==> src/rtl/hit_sorter_pkg.sv <==
package hit_sorter_pkg;

    localparam int TIME_W   = 8;
    localparam int CHAN_W   = 5;
    localparam int TDC_W    = 4;
    localparam int TDC_LSB  = CHAN_W;
    localparam int EDGE_BIT = TDC_LSB + TDC_W;
    localparam int TIME_LSB = EDGE_BIT + 1;
    localparam int HIT_W    = TIME_LSB + TIME_W;

    typedef enum logic [1:0] {
        WIN_NEAR,
        WIN_MID,
        WIN_FAR
    } win_cls_e;

    typedef enum logic {
        MODE_RUN,
        MODE_FLUSH
    } mode_e;

    function automatic logic [TIME_W-1:0] hit_time(input logic [HIT_W-1:0] w);
        return w[TIME_LSB +: TIME_W];
    endfunction

    function automatic logic hit_is_vert(input logic [HIT_W-1:0] w);
        return w[TDC_LSB +: TDC_W] < TDC_W'(2);
    endfunction

    function automatic logic [TIME_W:0] hit_gap(input logic [TIME_W-1:0] ref_t,
                                                input logic [TIME_W-1:0] hit_t);
        return (hit_t >= ref_t) ? ({1'b0, hit_t} - {1'b0, ref_t}) : '0;
    endfunction

endpackage

==> src/rtl/hg_hit_decode.sv <==
module hg_hit_decode
    import hit_sorter_pkg::*;
(
    input  logic [TIME_W-1:0] hit_t,
    input  logic              edge_lead,
    input  logic [TDC_W-1:0]  tdc_id,
    input  logic [TIME_W-1:0] claim_end,
    output logic              usable
);
    logic known_tdc;
    logic claimed;

    always_comb begin
        known_tdc = tdc_id < TDC_W'(4);
        claimed   = hit_t < claim_end;
        usable    = edge_lead && known_tdc && !claimed;
    end
endmodule

==> src/rtl/hg_window_judge.sv <==
module hg_window_judge
    import hit_sorter_pkg::*;
#(
    parameter int TMAX_TICKS = 50
) (
    input  logic [TIME_W-1:0] ref_t,
    input  logic [TIME_W-1:0] hit_t,
    output win_cls_e          cls
);
    logic [TIME_W:0] gap;

    always_comb begin
        gap = hit_gap(ref_t, hit_t);
        if (int'(gap) < TMAX_TICKS) begin
            cls = WIN_NEAR;
        end else if (int'(gap) < 2 * TMAX_TICKS) begin
            cls = WIN_MID;
        end else begin
            cls = WIN_FAR;
        end
    end
endmodule

==> src/rtl/hit_subbin_sorter.sv <==
module hit_subbin_sorter
    import hit_sorter_pkg::*;
#(
    parameter int TMAX_TICKS = 50,
    parameter int BIN_TICKS  = 250,
    parameter int MAX_HITS   = 8,
    localparam int CNT_W     = $clog2(MAX_HITS + 1),
    localparam int IDX_W     = $clog2(MAX_HITS)
) (
    input  logic                      clk,
    input  logic                      rst_n,
    input  logic                      in_valid,
    input  logic [HIT_W-1:0]          in_word,
    input  logic                      in_last,
    output logic                      in_ready,
    output logic                      out_valid,
    output logic [MAX_HITS*HIT_W-1:0] out_vert_hits,
    output logic [CNT_W-1:0]          out_vert_cnt,
    output logic [MAX_HITS*HIT_W-1:0] out_horz_hits,
    output logic [CNT_W-1:0]          out_horz_cnt,
    output logic                      out_ovf
);

    typedef struct packed {
        logic [MAX_HITS-1:0][HIT_W-1:0] v_hits;
        logic [CNT_W-1:0]               v_cnt;
        logic [MAX_HITS-1:0][HIT_W-1:0] h_hits;
        logic [CNT_W-1:0]               h_cnt;
        logic                           ovf;
    } grp_t;

    typedef struct packed {
        mode_e             mode;
        logic              open;
        grp_t              grp;
        logic [TIME_W-1:0] start_t;
        logic [TIME_W-1:0] last_t;
        logic              pend_v;
        logic [HIT_W-1:0]  pend_word;
        logic [TIME_W-1:0] claim_end;
        logic              out_valid;
        grp_t              out_grp;
    } state_t;

    state_t d, q;

    function automatic grp_t push_hit(input grp_t g, input logic [HIT_W-1:0] w);
        grp_t r;
        r = g;
        if (hit_is_vert(w)) begin
            if (r.v_cnt == CNT_W'(MAX_HITS)) begin
                r.ovf = 1'b1;
            end else begin
                r.v_hits[IDX_W'(r.v_cnt)] = w;
                r.v_cnt = r.v_cnt + 1'b1;
            end
        end else begin
            if (r.h_cnt == CNT_W'(MAX_HITS)) begin
                r.ovf = 1'b1;
            end else begin
                r.h_hits[IDX_W'(r.h_cnt)] = w;
                r.h_cnt = r.h_cnt + 1'b1;
            end
        end
        return r;
    endfunction

    logic [TIME_W-1:0] h_t;
    logic [TIME_W-1:0] p_t;
    logic              hit_ok;
    win_cls_e          cls_grp;
    win_cls_e          cls_pend;
    logic [TIME_W:0]   gap_last;
    logic [TIME_W:0]   gap_pend;
    logic [TIME_W+1:0] reach_t;
    grp_t              joined;

    assign h_t      = hit_time(in_word);
    assign p_t      = hit_time(q.pend_word);
    assign gap_last = hit_gap(q.last_t, p_t);
    assign gap_pend = hit_gap(p_t, h_t);
    assign reach_t  = {2'b00, q.start_t} + (TIME_W+2)'(TMAX_TICKS);
    assign joined   = push_hit(q.grp, q.pend_word);

    hg_hit_decode i_decode (
        .hit_t     (h_t),
        .edge_lead (in_word[EDGE_BIT]),
        .tdc_id    (in_word[TDC_LSB +: TDC_W]),
        .claim_end (q.claim_end),
        .usable    (hit_ok)
    );

    hg_window_judge #(.TMAX_TICKS(TMAX_TICKS)) i_judge_grp (
        .ref_t (q.start_t),
        .hit_t (h_t),
        .cls   (cls_grp)
    );

    hg_window_judge #(.TMAX_TICKS(TMAX_TICKS)) i_judge_pend (
        .ref_t (p_t),
        .hit_t (h_t),
        .cls   (cls_pend)
    );

    always_comb begin
        d           = q;
        d.out_valid = 1'b0;
        in_ready    = (q.mode == MODE_RUN);

        if (q.mode == MODE_RUN) begin
            if (in_valid) begin
                if (hit_ok) begin
                    if (!q.open) begin
                        d.grp     = push_hit('0, in_word);
                        d.start_t = h_t;
                        d.last_t  = h_t;
                        d.open    = 1'b1;
                    end else if (!q.pend_v) begin
                        unique case (cls_grp)
                            WIN_NEAR: begin
                                d.grp    = push_hit(q.grp, in_word);
                                d.last_t = h_t;
                            end
                            WIN_MID: begin
                                d.pend_v    = 1'b1;
                                d.pend_word = in_word;
                            end
                            default: begin
                                d.out_grp   = q.grp;
                                d.out_valid = 1'b1;
                                d.grp       = push_hit('0, in_word);
                                d.start_t   = h_t;
                                d.last_t    = h_t;
                            end
                        endcase
                    end else if (gap_last <= gap_pend) begin
                        if (cls_grp == WIN_FAR) begin
                            d.out_grp   = joined;
                            d.out_valid = 1'b1;
                            d.grp       = push_hit('0, in_word);
                            d.start_t   = h_t;
                            d.last_t    = h_t;
                            d.pend_v    = 1'b0;
                        end else begin
                            d.grp       = joined;
                            d.last_t    = p_t;
                            d.pend_word = in_word;
                        end
                    end else begin
                        d.out_grp   = q.grp;
                        d.out_valid = 1'b1;
                        d.start_t   = p_t;
                        if (cls_pend == WIN_NEAR) begin
                            d.grp    = push_hit(push_hit('0, q.pend_word), in_word);
                            d.last_t = h_t;
                            d.pend_v = 1'b0;
                        end else begin
                            d.grp       = push_hit('0, q.pend_word);
                            d.last_t    = p_t;
                            d.pend_word = in_word;
                        end
                    end
                end
                if (in_last) begin
                    d.mode = MODE_FLUSH;
                end
            end
        end else begin
            d.mode      = MODE_RUN;
            d.claim_end = '0;
            if (q.open) begin
                d.out_grp   = q.pend_v ? joined : q.grp;
                d.out_valid = 1'b1;
                if (reach_t > (TIME_W+2)'(BIN_TICKS)) begin
                    d.claim_end = TIME_W'(reach_t - (TIME_W+2)'(BIN_TICKS));
                end
            end
            d.open   = 1'b0;
            d.pend_v = 1'b0;
        end
    end

    always_ff @(posedge clk) begin
        if (!rst_n) begin
            q <= '0;
        end else begin
            q <= d;
        end
    end

    assign out_valid     = q.out_valid;
    assign out_vert_hits = q.out_grp.v_hits;
    assign out_vert_cnt  = q.out_grp.v_cnt;
    assign out_horz_hits = q.out_grp.h_hits;
    assign out_horz_cnt  = q.out_grp.h_cnt;
    assign out_ovf       = q.out_grp.ovf;

endmodule


==> config.mk <==
export PLATFORM = sky130hd
export DESIGN_NAME = hit_subbin_sorter
export DESIGN_NICKNAME = d
export VERILOG_FILES = /design/src/rtl/hit_sorter_pkg.sv /design/src/rtl/hg_hit_decode.sv /design/src/rtl/hg_window_judge.sv /design/src/rtl/hit_subbin_sorter.sv
export SDC_FILE = /design/constraint.sdc
export NUM_CORES = 2
export LEC_CHECK = 0
export BUFFER_PORTS_ARGS = -buffer_cell sky130_fd_sc_hd__buf_2
export CAP_MARGIN = 20
export CORE_ASPECT_RATIO = 1.2
export CORE_MARGIN = 1
export CORE_UTILIZATION = 60
export CTS_CLUSTER_DIAMETER = 150
export DETAILED_ROUTE_END_ITERATION = 8
export MAX_ROUTING_LAYER = met4
export PLACE_DENSITY = 0.81
export SLEW_MARGIN = 20
export SYNTH_ARGS = -nofsm -noshare
export SYNTH_HDL_FRONTEND = slang
export SYNTH_SLANG_ARGS = --single-unit
==> constraint.sdc <==
create_clock -name clk -period 6.2 [get_ports clk]
set_input_delay 0 -clock clk [delete_from_list [all_inputs] [get_ports clk]]
set_output_delay 0 -clock clk [all_outputs]
set_load 0.05 [all_outputs]
==> results by group <==
STA
  – Fin crit period: 5.65 ns
  – Max-slew headroom at the worst pin: 15.7%
  – Final Hold Vio Count: 0
  – Post-Route Skew: 0.0391 ns
  – RSZ-0062 raised after global routing: no
  – Total Neg Setup Slack: 0 ns
  – Final setup fails: 0
  – Maximum clock rate: 177 MHz
  – Worst slew pin tran: 1.26 ns
  – Pins Over Slew Limit: 0
  – Crit share post-route: 91.1%

Synthesis
  – Syn Area/Cell: 8.60 µm²
  – Unique masters post-synth: 93
  – Post-Syn Area: 33400 µm²
  – Yosys top cell area share: 38.3%
  – Post-synth EDFFs: 0
  – Post-Synthesis Cells: 3889
  – Post-synthesis sequential area ratio: 38.3%
  – Mapped Nets: 3961
  – YS warnings: 0
  – FFs w/ async S/R, synth: 0%
  – Synth Flop Type: dfxtp_1
  – Synth top area cells: dfxtp_1 (38%), buf_4 (6.8%), a22o_1 (5.4%)
  – Synth area leader: dfxtp_1
  – #FFs+latches synth: 640

Global route
  – Vias in the first global route: 28700
  – Total grt overflow: 0
  – Largest net degree at the start of global routing: 157
  – Initial antenna violation count: 4
  – Total Routing Usage GR: 43.6%
  – First-pass GRT wire length: 183 mm

Run status
  – Status: completed

Floorplanning
  – Die ar.: 56700 µm²
  – # IOs: 321
  – Core area: 54900 µm²
  – Die span in x: 217 µm
  – Die height: 261 µm
  – Rows: 94
  – Initial Util: 60.9%

Drt
  – Via density: 7.05
  – DRT antenna net count: 0
  – DRT Pass-1 Iters: 9
  – Initial DRC Count: 5056
  – Drt total wl: 126 mm
  – DRC viols: 0
  – Post-DR wirelength/cell: 27.8 µm
  – Routed vias: 31800

Clock network
  – Post CTS Setup Buffer Count: 0
  – Num CTS Buffers: 61
  – Root buf cell: clkbuf_16
  – CTS Sinks: 640
  – CTS tree: yes
  – # H-tree levels: 2
  – Clk slew on worst S/H paths: 0.07 ns
  – Skew-Pair Late Insertion Delay: 0.66 ns
  – CTS max path bufs: 3

Final layout
  – Share of cells above drive strength 1: 16.1%
  – Utilization after layout: 64.5%
  – Fill count: 4595
  – Syn-to-layout area delta: 6.01%
  – Area of the multi-input gates: 16500 µm²
  – Register area: 12800 µm²
  – Nets: 3818

Placement
  – Hpwl dp: 80.1 mm
  – PortBufs: 320
  – Final RePlAce weighted congestion: 1.08

Worst setup path
  – Crit Path Class: flop to flop
  – Worst Setup End Kind: flop
  – Worst reg2reg path endpoint: out_vert_hits[69]
  – Reg-to-reg startpoint: q[326]
  – Crit path from: q[326]
  – Crit path DAT: 6.17 ns
  – Worst path required time: 6.72 ns
  – Worst r2r path cells: 24
  – CP Capture Point: out_vert_hits[69]
  – Startpoint Class: flop
  – Reg2reg setup slack: 0.55 ns
  – Crit path max fanout: 17

Run
  – Max cap viols: 0

Power and ir drop
  – VDD IR max: 243 µV
  – PwrDens: 249 nW/µm²
  – LEAKAGE: 14.8 nW
  – Total power: 8.82 mW

Min path
  – Hold Path Class: input port to flop
==> metrics by stage <==
stage,instances,hold WS (ns),setup slack (ns),area [µm²]
floorplan,3889,0.138,1.38,33400
global placement,4379,0.232,0.800,33000
detailed placement,4380,0.237,0.804,33100
CTS,4512,0.211,0.741,35400
global route,4519,0.254,0.299,35400
finish,4519,0.231,0.553,35400
==> repair_timing <==
item                                   4_1_cts  5_1_grt
endpoints found under the hold margin       79        0
hold buffers                                22        0
resized for setup                            0        0
==> synth_stat cells, drive strengths merged, types with 25 or more instances <==
master / number
nand2: 427
inv: 98
clkbuf: 230
mux2i: 147
ha: 47
o22ai: 207
a32oi: 30
nor2: 209
nor3: 41
o21ai: 178
a221o: 93
nor2b: 25
buf: 422
a22oi: 180
a22o: 206
and3: 97
dfxtp: 640
a32o: 30
a21oi: 220
a221oi: 36
nand3: 51
==> cells by family after synthesis <==
logic type | synth area share [%]
AO/OA/AOI/OAI | 29.6
XOR/XNOR | 0.472
adder cells (fa/ha/maj) | 1.94
buffers and inverters | 12.4
flip-flops | 38.3
multiplexers | 4.40
AND/OR/NAND/NOR | 12.9
==> final cells by class <==
class	instances	share of cell area (%)
diodes	6	0.0424
clock buffers	91	5.08
clock inverters	19	0.893
inverters	100	1.07
multi-input cells	2497	46.7
flip-flops and latches	640	36.2
well taps	720	2.54
repair buffers	446	7.52
==> layer usage <==
layer	up-vias	part of all wire (%)	routed length, µm	track usage [%]
li1	13800	-	-	-
met1	15000	37	46400	54.7
met2	2464	43	53900	62.8
met3	584	13	15800	9.83
met4	0	7.6	9520	28.4
met5	-	0	0	-
==> placed cells by master (no fill, tap or decap), drive strengths merged, types with 10 or more instances in the layout <==
cell,instances
ha,47
o21a,11
o21ai,178
nand2b,14
mux2i,147
clkbuf,91
a21o,10
nand4,17
a22oi,180
a32oi,30
buf,424
nand3,51
a221oi,36
a211oi,18
a32o,30
nand2,427
or3,15
dlygate4sd3,22
nor3,41
dfxtp,640
nor2,209
a22o,206
nor2b,25
o2bb2ai,19
a21oi,220
inv,100
clkinv,10
a221o,93
and2,16
o22ai,207
and3,97
xnor2,11
a31oi,24
==> worst min-delay path by stage <==
stage / from / endpoint / cells after the start
floorplan: in_word[1] / q[365] / 1
global placement: in_last / q[639] / 2
CTS: in_word[3] / q[309] / 4
finish: in_word[1] / q[307] / 4
detailed placement: in_last / q[639] / 2
global route: in_word[1] / q[307] / 4
==> report_power, final <==
group | switching, mW | total, mW | internal (mW)
clock | 1.68 | 4.01 | 2.33
combinational | 0.527 | 0.684 | 0.157
sequential | 0.0102 | 4.13 | 4.12
total | 2.21 | 8.82 | 6.61
==> state kept, by name, summed over array words and instances, names as in the netlist <==
| name | count |
|---|---|
| q | 334 |
| out_horz_hits | 144 |
| out_vert_hits | 144 |
| p_t | 8 |
| out_horz_cnt | 4 |
| out_vert_cnt | 4 |
| out_ovf | 1 |
| out_valid | 1 |
==> critical path, cell delays in order (launching register included) <==
cell and delay, ns:
dfxtp_1 0.31, inv_1 0.07, ha_1 0.31, nor2b_1 0.13
o21ai_0 0.20, a21oi_1 0.12, o21ai_0 0.19, nand2b_1 0.12
a21o_1 0.18, a21o_1 0.19, a21oi_1 0.15, buf_4 0.18
nor2b_1 0.06, ha_1 0.30, nor2b_1 0.15, o2111ai_1 0.10
and3_1 0.20, o21a_1 0.19, o21ai_0 0.47, buf_4 0.29
o31ai_2 0.08, nand2_1 0.76, nor2_1 0.18, buf_4 0.26
a221o_1 0.31
Note: power is estimated with default switching activity, not from simulation.
